[config.mk]
export PLATFORM = sky130hd
export DESIGN_NAME = pport_ctrl
export DESIGN_NICKNAME = d
export VERILOG_FILES = /design/src/rtl/pport_pkg.sv /design/src/rtl/pport_cfg.sv /design/src/rtl/pport_hs_chan.sv /design/src/rtl/pport_ctrl.sv
export SDC_FILE = /design/constraint.sdc
export NUM_CORES = 1
export LEC_CHECK = 0
export CORE_ASPECT_RATIO = 0.5
export CORE_MARGIN = 5
export CORE_UTILIZATION = 50
export CTS_CLUSTER_SIZE = 12
export DETAILED_ROUTE_END_ITERATION = 10
export DONT_BUFFER_PORTS = 1
export GPL_ROUTABILITY_DRIVEN = 0
export PLACE_DENSITY_LB_ADDON = 0.1
export SYNTH_ARGS = -nofsm -noshare
export SYNTH_HDL_FRONTEND = slang
export SYNTH_SLANG_ARGS = --single-unit
[constraint.sdc]
create_clock -name clk -period 1.6 [get_ports clk]
set_input_delay 0.08 -clock clk [delete_from_list [all_inputs] [get_ports clk]]
set_output_delay 0.08 -clock clk [all_outputs]
set_load 0.05 [all_outputs]
[src/rtl/pport_pkg.sv]
package pport_pkg;

    localparam int DW = 8;
    localparam int AW = 2;
    localparam int NGRP = 2;

    typedef enum logic [AW-1:0] {
        SEL_A   = 2'd0,
        SEL_B   = 2'd1,
        SEL_C   = 2'd2,
        SEL_CTL = 2'd3
    } reg_sel_e;

    // Stored mode word, bit 6 down to bit 0 of the written byte.
    typedef struct packed {
        logic a_alt;
        logic a_strobed;
        logic a_is_in;
        logic cu_is_in;
        logic b_strobed;
        logic b_is_in;
        logic cl_is_in;
    } ctl_t;

    localparam ctl_t CTL_RESET = 7'h1B;

    // Handshake state of one group.
    typedef struct packed {
        logic full;
        logic intr;
        logic inte;
    } hs_t;

    // Fixed port C line numbers used by strobed groups.
    localparam logic [2:0] A_STB_LINE = 3'd4;
    localparam logic [2:0] A_ACK_LINE = 3'd6;
    localparam logic [2:0] B_HS_LINE  = 3'd2;

    function automatic logic grp_a_strobed(ctl_t c);
        return c.a_alt | c.a_strobed;
    endfunction

    function automatic logic [2:0] a_enable_line(logic is_in);
        return is_in ? A_STB_LINE : A_ACK_LINE;
    endfunction

endpackage

[src/rtl/pport_cfg.sv]
module pport_cfg
    import pport_pkg::*;
(
    input  logic          clk,
    input  logic          rst,
    input  logic          wr_en,
    input  reg_sel_e      sel,
    input  logic [DW-1:0] wdata,
    output ctl_t          cfg,
    output logic          mode_set,
    output logic          bit_op,
    output logic [2:0]    bit_idx,
    output logic          bit_val
);

    always_comb begin
        mode_set = wr_en && (sel == SEL_CTL) && wdata[DW-1];
        bit_op   = wr_en && (sel == SEL_CTL) && !wdata[DW-1];
        bit_idx  = wdata[3:1];
        bit_val  = wdata[0];
    end

    always_ff @(posedge clk) begin
        if (rst)
            cfg <= CTL_RESET;
        else if (mode_set)
            cfg <= ctl_t'(wdata[DW-2:0]);
    end

    // a mode word is held from the next cycle on
    p_mode_load_r2: assert property (@(posedge clk) disable iff (rst)
        mode_set |=> (cfg == $past(wdata[DW-2:0])));

endmodule

[src/rtl/pport_hs_chan.sv]
module pport_hs_chan
    import pport_pkg::*;
#(
    parameter int WIDTH = DW
)(
    input  logic             clk,
    input  logic             rst,
    input  logic             mode_set,
    input  logic             strobed,
    input  logic             is_in,
    input  logic             line_n,
    input  logic             line_rise,
    input  logic             host_wr,
    input  logic             host_rd,
    input  logic             inte_wr,
    input  logic             inte_val,
    input  logic [WIDTH-1:0] din,
    output hs_t              st,
    output logic             irq,
    output logic [WIDTH-1:0] held
);

    always_ff @(posedge clk) begin
        if (rst) begin
            st   <= '0;
            held <= '0;
        end else if (mode_set) begin
            st <= '0;
        end else begin
            if (inte_wr)
                st.inte <= inte_val;
            if (strobed) begin
                if (is_in) begin
                    if (!line_n) begin
                        held    <= din;
                        st.full <= 1'b1;
                    end else if (host_rd) begin
                        st.full <= 1'b0;
                    end
                    if (line_rise && st.full && st.inte)
                        st.intr <= 1'b1;
                    else if (host_rd)
                        st.intr <= 1'b0;
                end else begin
                    if (host_wr) begin
                        st.full <= 1'b1;
                        st.intr <= 1'b0;
                    end else if (line_rise) begin
                        st.full <= 1'b0;
                        if (st.inte)
                            st.intr <= 1'b1;
                    end
                end
            end
        end
    end

    assign irq = st.intr & st.inte;

    // a mode word leaves every flag idle
    p_mode_idle_r4: assert property (@(posedge clk) disable iff (rst)
        mode_set |=> (!st.full && !st.intr && !st.inte));

    // a low strobe fills the input buffer
    p_strobe_fill_r5: assert property (@(posedge clk) disable iff (rst)
        (strobed && is_in && !line_n && !mode_set) |=> st.full);

    // a host read empties the input buffer
    p_read_empty_r6: assert property (@(posedge clk) disable iff (rst)
        (strobed && is_in && host_rd && line_n && !mode_set) |=> (!st.full && !st.intr));

    // a host write fills the output buffer and drops the request
    p_write_fill_r7: assert property (@(posedge clk) disable iff (rst)
        (strobed && !is_in && host_wr && !mode_set) |=> (st.full && !st.intr));

    // an acknowledge edge empties the output buffer
    p_ack_empty_r8: assert property (@(posedge clk) disable iff (rst)
        (strobed && !is_in && line_rise && !host_wr && !mode_set) |=> !st.full);

    // a request only rises while its enable is set
    p_req_gated_r9: assert property (@(posedge clk) disable iff (rst)
        $rose(st.intr) |-> $past(st.inte));

endmodule

[src/rtl/pport_ctrl.sv]
module pport_ctrl
    import pport_pkg::*;
(
    input  logic          clk,
    input  logic          rst,
    input  logic [AW-1:0] addr,
    input  logic          wr_en,
    input  logic          rd_en,
    input  logic [DW-1:0] wdata,
    output logic [DW-1:0] rdata,
    input  logic [DW-1:0] pa_in,
    output logic [DW-1:0] pa_out,
    output logic [DW-1:0] pa_oe,
    input  logic [DW-1:0] pb_in,
    output logic [DW-1:0] pb_out,
    output logic [DW-1:0] pb_oe,
    input  logic [DW-1:0] pc_in,
    output logic [DW-1:0] pc_out,
    output logic [DW-1:0] pc_oe,
    output logic          irq_a,
    output logic          irq_b
);

    reg_sel_e        sel;
    ctl_t            cfg;
    logic            mode_set, bit_op, bit_val;
    logic [2:0]      bit_idx;
    logic [DW-1:0]   lat_a, lat_b, lat_c;
    logic [2:0]      line_prev;   // previous PC6, PC4, PC2
    logic            a_str;

    logic [NGRP-1:0] g_str, g_in, g_line, g_rise, g_wr, g_rd, g_iwr;
    logic [DW-1:0]   g_din  [NGRP];
    logic [DW-1:0]   g_held [NGRP];
    hs_t             g_st   [NGRP];
    logic [NGRP-1:0] g_irq;
    logic [DW-1:0]   c_stat;

    assign sel   = reg_sel_e'(addr);
    assign a_str = grp_a_strobed(cfg);

    pport_cfg u_cfg (
        .clk      (clk),
        .rst      (rst),
        .wr_en    (wr_en),
        .sel      (sel),
        .wdata    (wdata),
        .cfg      (cfg),
        .mode_set (mode_set),
        .bit_op   (bit_op),
        .bit_idx  (bit_idx),
        .bit_val  (bit_val)
    );

    // Output latches for the three ports
    always_ff @(posedge clk) begin
        if (rst || mode_set) begin
            lat_a <= '0;
            lat_b <= '0;
            lat_c <= '0;
        end else if (wr_en) begin
            case (sel)
                SEL_A:   lat_a <= wdata;
                SEL_B:   lat_b <= wdata;
                SEL_C:   lat_c <= wdata;
                default: if (bit_op) lat_c[bit_idx] <= bit_val;
            endcase
        end
    end

    always_ff @(posedge clk) begin
        if (rst)
            line_prev <= 3'b111;
        else
            line_prev <= {pc_in[A_ACK_LINE], pc_in[A_STB_LINE], pc_in[B_HS_LINE]};
    end

    // Per-group handshake hookup
    always_comb begin
        g_str[0]  = a_str;
        g_in[0]   = cfg.a_is_in;
        g_line[0] = cfg.a_is_in ? pc_in[A_STB_LINE] : pc_in[A_ACK_LINE];
        g_rise[0] = g_line[0] && !(cfg.a_is_in ? line_prev[1] : line_prev[2]);
        g_wr[0]   = wr_en && (sel == SEL_A);
        g_rd[0]   = rd_en && (sel == SEL_A);
        g_iwr[0]  = bit_op && a_str && (bit_idx == a_enable_line(cfg.a_is_in));
        g_din[0]  = pa_in;

        g_str[1]  = cfg.b_strobed;
        g_in[1]   = cfg.b_is_in;
        g_line[1] = pc_in[B_HS_LINE];
        g_rise[1] = g_line[1] && !line_prev[0];
        g_wr[1]   = wr_en && (sel == SEL_B);
        g_rd[1]   = rd_en && (sel == SEL_B);
        g_iwr[1]  = bit_op && cfg.b_strobed && (bit_idx == B_HS_LINE);
        g_din[1]  = pb_in;
    end

    for (genvar g = 0; g < NGRP; g++) begin : g_grp
        pport_hs_chan #(.WIDTH(DW)) u_chan (
            .clk       (clk),
            .rst       (rst),
            .mode_set  (mode_set),
            .strobed   (g_str[g]),
            .is_in     (g_in[g]),
            .line_n    (g_line[g]),
            .line_rise (g_rise[g]),
            .host_wr   (g_wr[g]),
            .host_rd   (g_rd[g]),
            .inte_wr   (g_iwr[g]),
            .inte_val  (bit_val),
            .din       (g_din[g]),
            .st        (g_st[g]),
            .irq       (g_irq[g]),
            .held      (g_held[g])
        );
    end

    // Port C drive, handshake overrides and status view
    always_comb begin
        pc_oe  = {{(DW/2){~cfg.cu_is_in}}, {(DW/2){~cfg.cl_is_in}}};
        pc_out = lat_c;
        if (a_str) begin
            if (cfg.a_is_in) begin
                pc_oe[5]  = 1'b1;
                pc_out[5] = g_st[0].full;
                pc_oe[4]  = 1'b0;
            end else begin
                pc_oe[7]  = 1'b1;
                pc_out[7] = ~g_st[0].full;
                pc_oe[6]  = 1'b0;
            end
            pc_oe[3]  = 1'b1;
            pc_out[3] = g_irq[0];
        end
        if (cfg.b_strobed) begin
            pc_oe[2]  = 1'b0;
            pc_oe[1]  = 1'b1;
            pc_out[1] = cfg.b_is_in ? g_st[1].full : ~g_st[1].full;
            pc_oe[0]  = 1'b1;
            pc_out[0] = g_irq[1];
        end
        c_stat = (pc_oe & pc_out) | (~pc_oe & pc_in);
        if (a_str)
            c_stat[a_enable_line(cfg.a_is_in)] = g_st[0].inte;
        if (cfg.b_strobed)
            c_stat[B_HS_LINE] = g_st[1].inte;
    end

    always_comb begin
        case (sel)
            SEL_A:   rdata = cfg.a_is_in ? (a_str ? g_held[0] : pa_in) : lat_a;
            SEL_B:   rdata = cfg.b_is_in ? (cfg.b_strobed ? g_held[1] : pb_in) : lat_b;
            SEL_C:   rdata = c_stat;
            default: rdata = '0;
        endcase
    end

    assign pa_out = lat_a;
    assign pa_oe  = {DW{~cfg.a_is_in}};
    assign pb_out = lat_b;
    assign pb_oe  = {DW{~cfg.b_is_in}};
    assign irq_a  = g_irq[0];
    assign irq_b  = g_irq[1];

    // a single-bit word lands in the port C latch
    p_bit_op_r3: assert property (@(posedge clk) disable iff (rst)
        bit_op |=> (lat_c[$past(bit_idx)] == $past(bit_val)));

    // a mode word clears the data latches
    p_latch_clear_r4: assert property (@(posedge clk) disable iff (rst)
        mode_set |=> (lat_a == '0 && lat_b == '0 && lat_c == '0));

    // the control location reads as zero
    p_ctl_read_r12: assert property (@(posedge clk) disable iff (rst)
        (sel == SEL_CTL) |-> (rdata == '0));

endmodule

==> reports/qor.csv, run 1 <==
stage;metric;value;unit
status;status;complete, but fails checks;
status;violations;setup timing;
cts;cts_sinks;56;
cts;cts_buffer_depth;2;
cts;path_clk_slew;0.08;ns
detailed_routing;drt_iter0_drc;446;
global_route;grt-ovfl-total;0;
global_route;grt_antenna_before_repair;0;
sta;max_freq;541;MHz
detailed_routing;ant_nets;0;
worst_hold_path;hp-class;in -> reg;
flow_run;cap_violations;0;
logic_synthesis;yosysSeqAreaShare;0.334;
worst_setup_path;rr_worst_depth;5;
layout;design_area;4480;sq um
worst_setup_path;r2r_end;g_grp[0].u_chan.st[2];
global_route;grt_pass1_wl;17400;um
die;dieArea;8550;sq um
sta;period_minus_slack;1.85;ns
sta;fin_crit_sh;1.16;
logic_synthesis;async_reset_ff_frac;0;
sta;tightest_slew;1.09;ns
worst_setup_path;crit_arrival;1.77;ns
logic_synthesis;yosysUniqueCellTypes;56;
power;pwr_density_cell;782;nW/um^2
cts;cts_made_buffers;5;
sta;hold_violations;0;
detailed_routing;vias;3298;
sta;slew_headroom;0.274;
logic_synthesis;synth_edf_count;0;
worst_setup_path;end_kind;output pin;
power;p_leak;1.95;nW
logic_synthesis;synth_seq_cells;56;
worst_setup_path;crit_family;compound AO/OA/AOI/OAI gates;
sta;fin_hold_ws;0.00468;ns
die;die_x;126;um
detailed_routing;viasPerCell;5.85;
worst_setup_path;cpMaxStageDelayCell;dfxtp_4;
place;pre_cts_slack;0.00128;ns
layout;area_growth;33.3;%
cts;cts-root-buf;clkbuf_16;
die;core_region_area;6600;sq um
detailed_routing;dr_wl_met2;4800;um
worst_setup_path;required;1.52;ns
logic_synthesis;synth-main-ff-cell;dfxtp_1;
logic_synthesis;ys_warn_count;0;
worst_setup_path;cp_max_fo;8;
worst_setup_path;r2r_slack;0.14;ns
worst_setup_path;crit_chain;nor2_4 > buf_12 > mux2i_1 > a21oi_1 > a221o_1 > buf_12;
detailed_routing;post_drt_wl_per_cell;19.8;um
detailed_routing;drc;0;
sta;finalClockSkew;0.00568;ns
logic_synthesis;syn_nets;456;
detailed_routing;dr.pass1.iters;5;
die;io-pin-count;96;
worst_hold_path;hold_depth;2;
logic_synthesis;synth_top_cell_area_share;0.334;
worst_setup_path;crit_top_cell;buf_12;
die;initial_core_util;0.509;
global_route;grt_pass1_vias;3135;
power;peakVddDrop;0.411;mV
cts;cts_tree;done;
die;rows;21;
place;placed_area;3870;sq um
layout;antenna-diode-count;0;
detailed_routing;drt_wl_total;11200;um
sta;worst_slack;-0.250;ns
logic_synthesis;yosysTopAreaCell;dfxtp_1;
layout;fin_nets;509;
sta;maxSlewViolCount;0;
detailed_routing;wl_met3;1180;um
worst_setup_path;crit_buf_inv;2;
logic_synthesis;syn_inst;418;
cts;h-tree-depth;2;
worst_setup_path;r2r_start;u_cfg.cfg[4];
global_route;grt_max_degree;29;
worst_setup_path;crit_path_start_kind;flip-flop;
worst_setup_path;max_stage_delay;0.38;ns
logic_synthesis;syn_area;3360;sq um
sta;finalSetupViolCount;10;
cts;clock_latency;0.30;ns
detailed_routing;routed.top_layer;met4;
worst_hold_path;worstHoldStart;wdata[6];
detailed_routing;wl_met1;5100;um
die;die_h;68.0;um
worst_setup_path;critPathKind;reg -> out;
worst_hold_path;hold_end;lat_c[6];
layout;drive_gt1_frac;0.265;
logic_synthesis;synth.area.top_cells;dfxtp_1 33%, mux2i_1 13%, a21oi_1 6.9%, nor2_1 5.7%, nand2_1 5.5%;
global_route;track_usage;0.261;
place;dp_hpwl;7770;um
sta;rsz0062_at_grt;true;
place;portBuffers;0;
logic_synthesis;synth_area_per_cell;8.03;sq um
==> registers in the layout, summed over array words and instances, names as in the netlist <==
signal / flops
u_cfg.cfg: 7
g_grp.u_chan.st: 6
lat_c: 8
line_prev: 3
pb_out: 8
pa_out: 8
g_grp.u_chan.held: 16
==> worst max-delay path by stage <==
stage	startpoint	to	slack (ns)	depth (start not counted)
6_report	u_cfg.cfg[5]	rdata[6]	-0.25	6
5_1_grt	u_cfg.cfg[6]	rdata[4]	-0.30	7
3_5_place_dp	u_cfg.cfg[3]	rdata[6]	0.001	5
3_3_place_gp	u_cfg.cfg[3]	rdata[6]	0.02	5
2_1_floorplan	u_cfg.cfg[4]	pc_oe[6]	-0.13	4
4_1_cts	u_cfg.cfg[5]	rdata[7]	-0.23	6
==> Yosys cell counts (4+ instances only) <==
| library cell | number |
|---|---|
| clkbuf_8 | 4 |
| nand3b_1 | 5 |
| nand4_1 | 4 |
| nand2b_1 | 5 |
| a21oi_1 | 46 |
| a221o_1 | 5 |
| or2_2 | 4 |
| nand3_1 | 7 |
| inv_1 | 7 |
| mux2i_1 | 44 |
| a211o_1 | 4 |
| buf_2 | 12 |
| a211oi_1 | 11 |
| or3_1 | 4 |
| dfxtp_1 | 56 |
| o21ai_0 | 16 |
| nor2_1 | 51 |
| clkbuf_1 | 15 |
| nand2_1 | 49 |
| buf_4 | 18 |
==> cell usage in the layout, fill, tap and decap left out, types with 3 or more instances in the layout <==
cell / Yosys / layout
a211o_1: 4 / 4
a211oi_1: 11 / 7
a211oi_2: 0 / 4
a21oi_1: 46 / 44
a221o_1: 5 / 4
a31oi_1: 3 / 3
buf_12: 0 / 16
buf_4: 18 / 49
buf_6: 2 / 3
clkbuf_16: 0 / 5
dfxtp_1: 56 / 49
dfxtp_2: 0 / 3
dfxtp_4: 0 / 4
dlygate4sd3_1: 0 / 28
inv_1: 7 / 5
mux2i_1: 44 / 40
nand2_1: 49 / 49
nand2b_1: 5 / 4
nand3_1: 7 / 7
nand3b_1: 5 / 5
nand4_1: 4 / 4
nor2_1: 51 / 49
nor2b_1: 3 / 3
o21ai_0: 16 / 14
or2_2: 4 / 4
or3_1: 4 / 3
==> through the flow <==
step | utilization | cells | power [mW] | setup TNS (ns)
2_1_floorplan | - | 418 | 2.05 | -0.127
3_3_place_gp | 0.587 | 525 | 2.23 | 0
3_5_place_dp | 0.587 | 525 | 2.24 | 0
4_1_cts | 0.666 | 562 | 3.49 | -1.62
5_1_grt | 0.679 | 564 | 3.61 | -2.20
6_report | 0.679 | 564 | 3.50 | -1.67
==> per-layer routing <==
| layer | vias to the layer above | GRT usage |
|---|---|---|
| met2 | 150 | 0.399 |
| met3 | 10 | 0.0818 |
| met1 | 1579 | 0.365 |
| met4 | 0 | 0.0535 |
| met5 | - | 0 |
| li1 | 1559 | - |
==> report_power, final <==
part / internal, mW / switching [mW] / total (mW) / leakage (nW)
Combinational: 0.355 / 0.519 / 0.874 / 1.42
Clock: 0.594 / 0.580 / 1.17 / 0.0708
Sequential: 1.42 / 0.0300 / 1.45 / 0.455
==> cell families (layout without fill, tap and decap cells) <==
kind of cell | Yosys count | count (layout) | share of synthesized area
buffers and inverters | 59 | 113 | 0.107
muxes | 46 | 46 | 0.138
and+or+nand+nor | 153 | 153 | 0.223
DFF | 56 | 56 | 0.334
AOI/OAI and AO/OA | 102 | 102 | 0.193
xor gates and xnor gates | 2 | 2 | 0.00522
==> area by class of cell <==
type,count,area [sq um]
Clock buffer,5,125
Clock inverter,3,25.0
Inverter,7,31.3
Multi-Input combinational cell,303,2000
Timing Repair Buffer,98,1040
Tap cell,92,115
Sequential cell,56,1140
Fill cell,540,2120
==> what timing repair did <==
action	in CTS	in global routing
hold endpoints to repair	47	0
buffers inserted	0	2
hold buffers	29	0
resized for setup	22	15
pin swaps	2	5
setup endpoints to repair	9	17
No activity file was read; power rests on OpenSTA's default activity.
==> run 2: changes to the inputs <==
--- a/config.mk
+++ b/config.mk
@@ -5,7 +5,6 @@
 export SDC_FILE = /design/constraint.sdc
 export NUM_CORES = 1
 export LEC_CHECK = 0
-export CORE_ASPECT_RATIO = 0.5
 export CORE_MARGIN = 5
 export CORE_UTILIZATION = 50
 export CTS_CLUSTER_SIZE = 12
@@ -16,3 +15,4 @@
 export SYNTH_ARGS = -nofsm -noshare
 export SYNTH_HDL_FRONTEND = slang
 export SYNTH_SLANG_ARGS = --single-unit
+export TNS_END_PERCENT = 20
==> constraint.sdc (replaced) <==
create_clock -name clk -period 1.6 [get_ports clk]
set_input_delay 0.08 -clock clk [delete_from_list [all_inputs] [get_ports clk]]
set_output_delay 0.08 -clock clk [all_outputs]
set_load 0.005 [all_outputs]
==> run 2 against run 1 <==
Net effect: the run ends with hold timing, setup timing left; clock power shrank 30%; sequential power is essentially flat; non-clock buffer count down 46; design area down 16%; die area down 1.2%; first-iteration DRC count down 57%; maximum frequency up 9.8%; sequential cell count unchanged; worst setup slack improved by 0.17 ns; combinational power shrank 47%; critical path type unchanged.
==> reports/qor.csv, run 2 (synthesis results as in run 1) <==
stage;metric;value;unit
layout;most-common-layout-cells;51 x nor2_1, 51 x dfxtp_1, 49 x nand2_1;
layout;design_area;3780;sq um
flow_run;cap_violations;0;
sta;finalSetupViolCount;8;
layout;area_growth;12.4;%
global_route;grt_pass1_vias;2887;
layout;largest_reg_flops;16;
detailed_routing;drt_wl_total;10100;um
worst_hold_path;worstHoldStart;wdata[2];
status;status;complete, but fails checks;
sta;fin_crit_sh;1.05;
sta;rsz0062_at_grt;true;
global_route;grt_max_degree;29;
sta;finalClockSkew;0.00745;ns
worst_setup_path;r2r_start;u_cfg.cfg[2];
layout;antenna-diode-count;0;
detailed_routing;dr.pass1.iters;4;
worst_setup_path;crit_arrival;1.60;ns
layout;nFillCells;611;
power;peakVddDrop;0.394;mV
worst_setup_path;rr_worst_depth;6;
worst_hold_path;hp-class;in -> reg;
sta;period_minus_slack;1.68;ns
worst_setup_path;cp_max_fo;8;
cts;path_clk_slew;0.11;ns
sta;fin_hold_ws;-0.00253;ns
power;pwr_density_cell;728;nW/um^2
layout;drive_gt1_frac;0.148;
worst_setup_path;r2r_slack;0.24;ns
global_route;track_usage;0.239;
die;io-pin-count;96;
cts;cts_tree;done;
power;p_leak;1.61;nW
cts;h-tree-depth;2;
die;core_region_area;6460;sq um
die;initial_core_util;0.520;
worst_setup_path;required;1.52;ns
global_route;grt_antenna_before_repair;0;
die;die_x;92.0;um
worst_setup_path;r2r_end;g_grp[1].u_chan.held[4];
power;power;2.75;mW
die;rows;29;
die;dieArea;8460;sq um
worst_hold_path;hold_end;g_grp[1].u_chan.st[0];
place;portBuffers;0;
cts;cts-root-buf;clkbuf_8;
detailed_routing;post_drt_wl_per_cell;20.1;um
cts;clock_latency;0.32;ns
sta;worst_slack;-0.0843;ns
worst_hold_path;hold_depth;3;
global_route;grt-ovfl-total;0;
layout;finish.utilization;0.585;
status;violations;hold timing, setup timing;
worst_setup_path;critPathLaunch;u_cfg.cfg[5];
detailed_routing;ant_nets;0;
worst_setup_path;critPathKind;reg -> out;
place;placed_area;3290;sq um
detailed_routing;viasPerCell;6.09;
sta;maxSlewViolCount;0;
sta;hold_violations;1;
detailed_routing;vias;3064;
layout;fin_nets;463;
cts;cts_sinks;56;
sta;slew_headroom;0.251;
detailed_routing;drt_iter0_drc;191;
layout;regMostFlops;g_grp.u_chan.held;
worst_setup_path;crit_path_start_kind;flip-flop;
worst_setup_path;end_kind;output pin;
sta;max_freq;594;MHz
sta;tightest_slew;1.12;ns
detailed_routing;drc;0;
die;die_h;92.0;um
cts;cts_made_buffers;5;
place;dp_hpwl;6880;um
global_route;grt_pass1_wl;15900;um
sta;finalSetupTns;-0.416;ns
cts;cts_buffer_depth;2;
## run 2: cell types whose count changed in the layout (fill, tap and decap cells not counted), moves of 3 or more
cell	before	now
buf_12	16	0
buf_4	49	19
clkbuf_16	5	0
clkbuf_8	0	5
mux2i_1	40	43
## run 2: per-layer routing
| layer | global-route usage | vias to the layer above | wire, um |
|---|---|---|---|
| met5 | 0 | - | 0 |
| met4 | 0.0619 | 0 | 162 |
| met3 | 0.0548 | 15 | 734 |
| met2 | 0.400 | 114 | 4940 |
| met1 | 0.312 | 1462 | 4260 |
| li1 | - | 1473 | - |
## run 2: power breakdown
group / leakage, nW / total, mW / switching, mW / internal, mW
combinational: 1.12 / 0.463 / 0.247 / 0.215
sequential: 0.455 / 1.46 / 0.0369 / 1.43
clock: 0.0414 / 0.823 / 0.510 / 0.314
total: 1.61 / 2.75 / 0.794 / 1.96
## run 2: worst max-delay path, cell delays in order, from the launching register on
cell	delay [ns]
dfxtp_2	0.37
nor2_4	0.13
buf_8	0.15
mux2i_1	0.20
a21oi_1	0.08
a221o_1	0.34
## run 2: what timing repair did
action | in CTS | in global routing
endpoints found under the hold margin | 49 | 1
gates resized for setup | 18 | 8
setup buffers | 1 | 0
hold buffers | 28 | 1
pin swaps | 2 | 3
setup endpoints to repair | 8 | 12
## run 2: worst max path at each step
stage / endpoint / slack, ns / cells after the start
5_1_grt: rdata[7] / -0.16 / 5
4_1_cts: rdata[7] / -0.09 / 5
3_5_place_dp: g_grp[0].u_chan.held[7] / 0.12 / 4
3_3_place_gp: g_grp[0].u_chan.held[1] / 0.18 / 4
6_report: rdata[7] / -0.08 / 5
2_1_floorplan: rdata[7] / 0.18 / 5
## run 2: area by class of cell
class / instances / area (sq um) / area share
Clock buffer: 6 / 72.6 / 0.0192
Clock inverter: 2 / 16.3 / 0.00431
Sequential cell: 56 / 1130 / 0.300
Multi-Input combinational cell: 303 / 1950 / 0.516
Timing Repair Buffer: 52 / 485 / 0.129
Inverter: 7 / 26.3 / 0.00696
Tap cell: 77 / 96.3 / 0.0255
## run 2: metrics by stage
step | instances | setup slack (ns)
global placement | 465 | 0.178
finish | 503 | -0.0843
CTS | 502 | -0.0941
floorplan | 418 | 0.181
global route | 503 | -0.164
detailed placement | 465 | 0.121
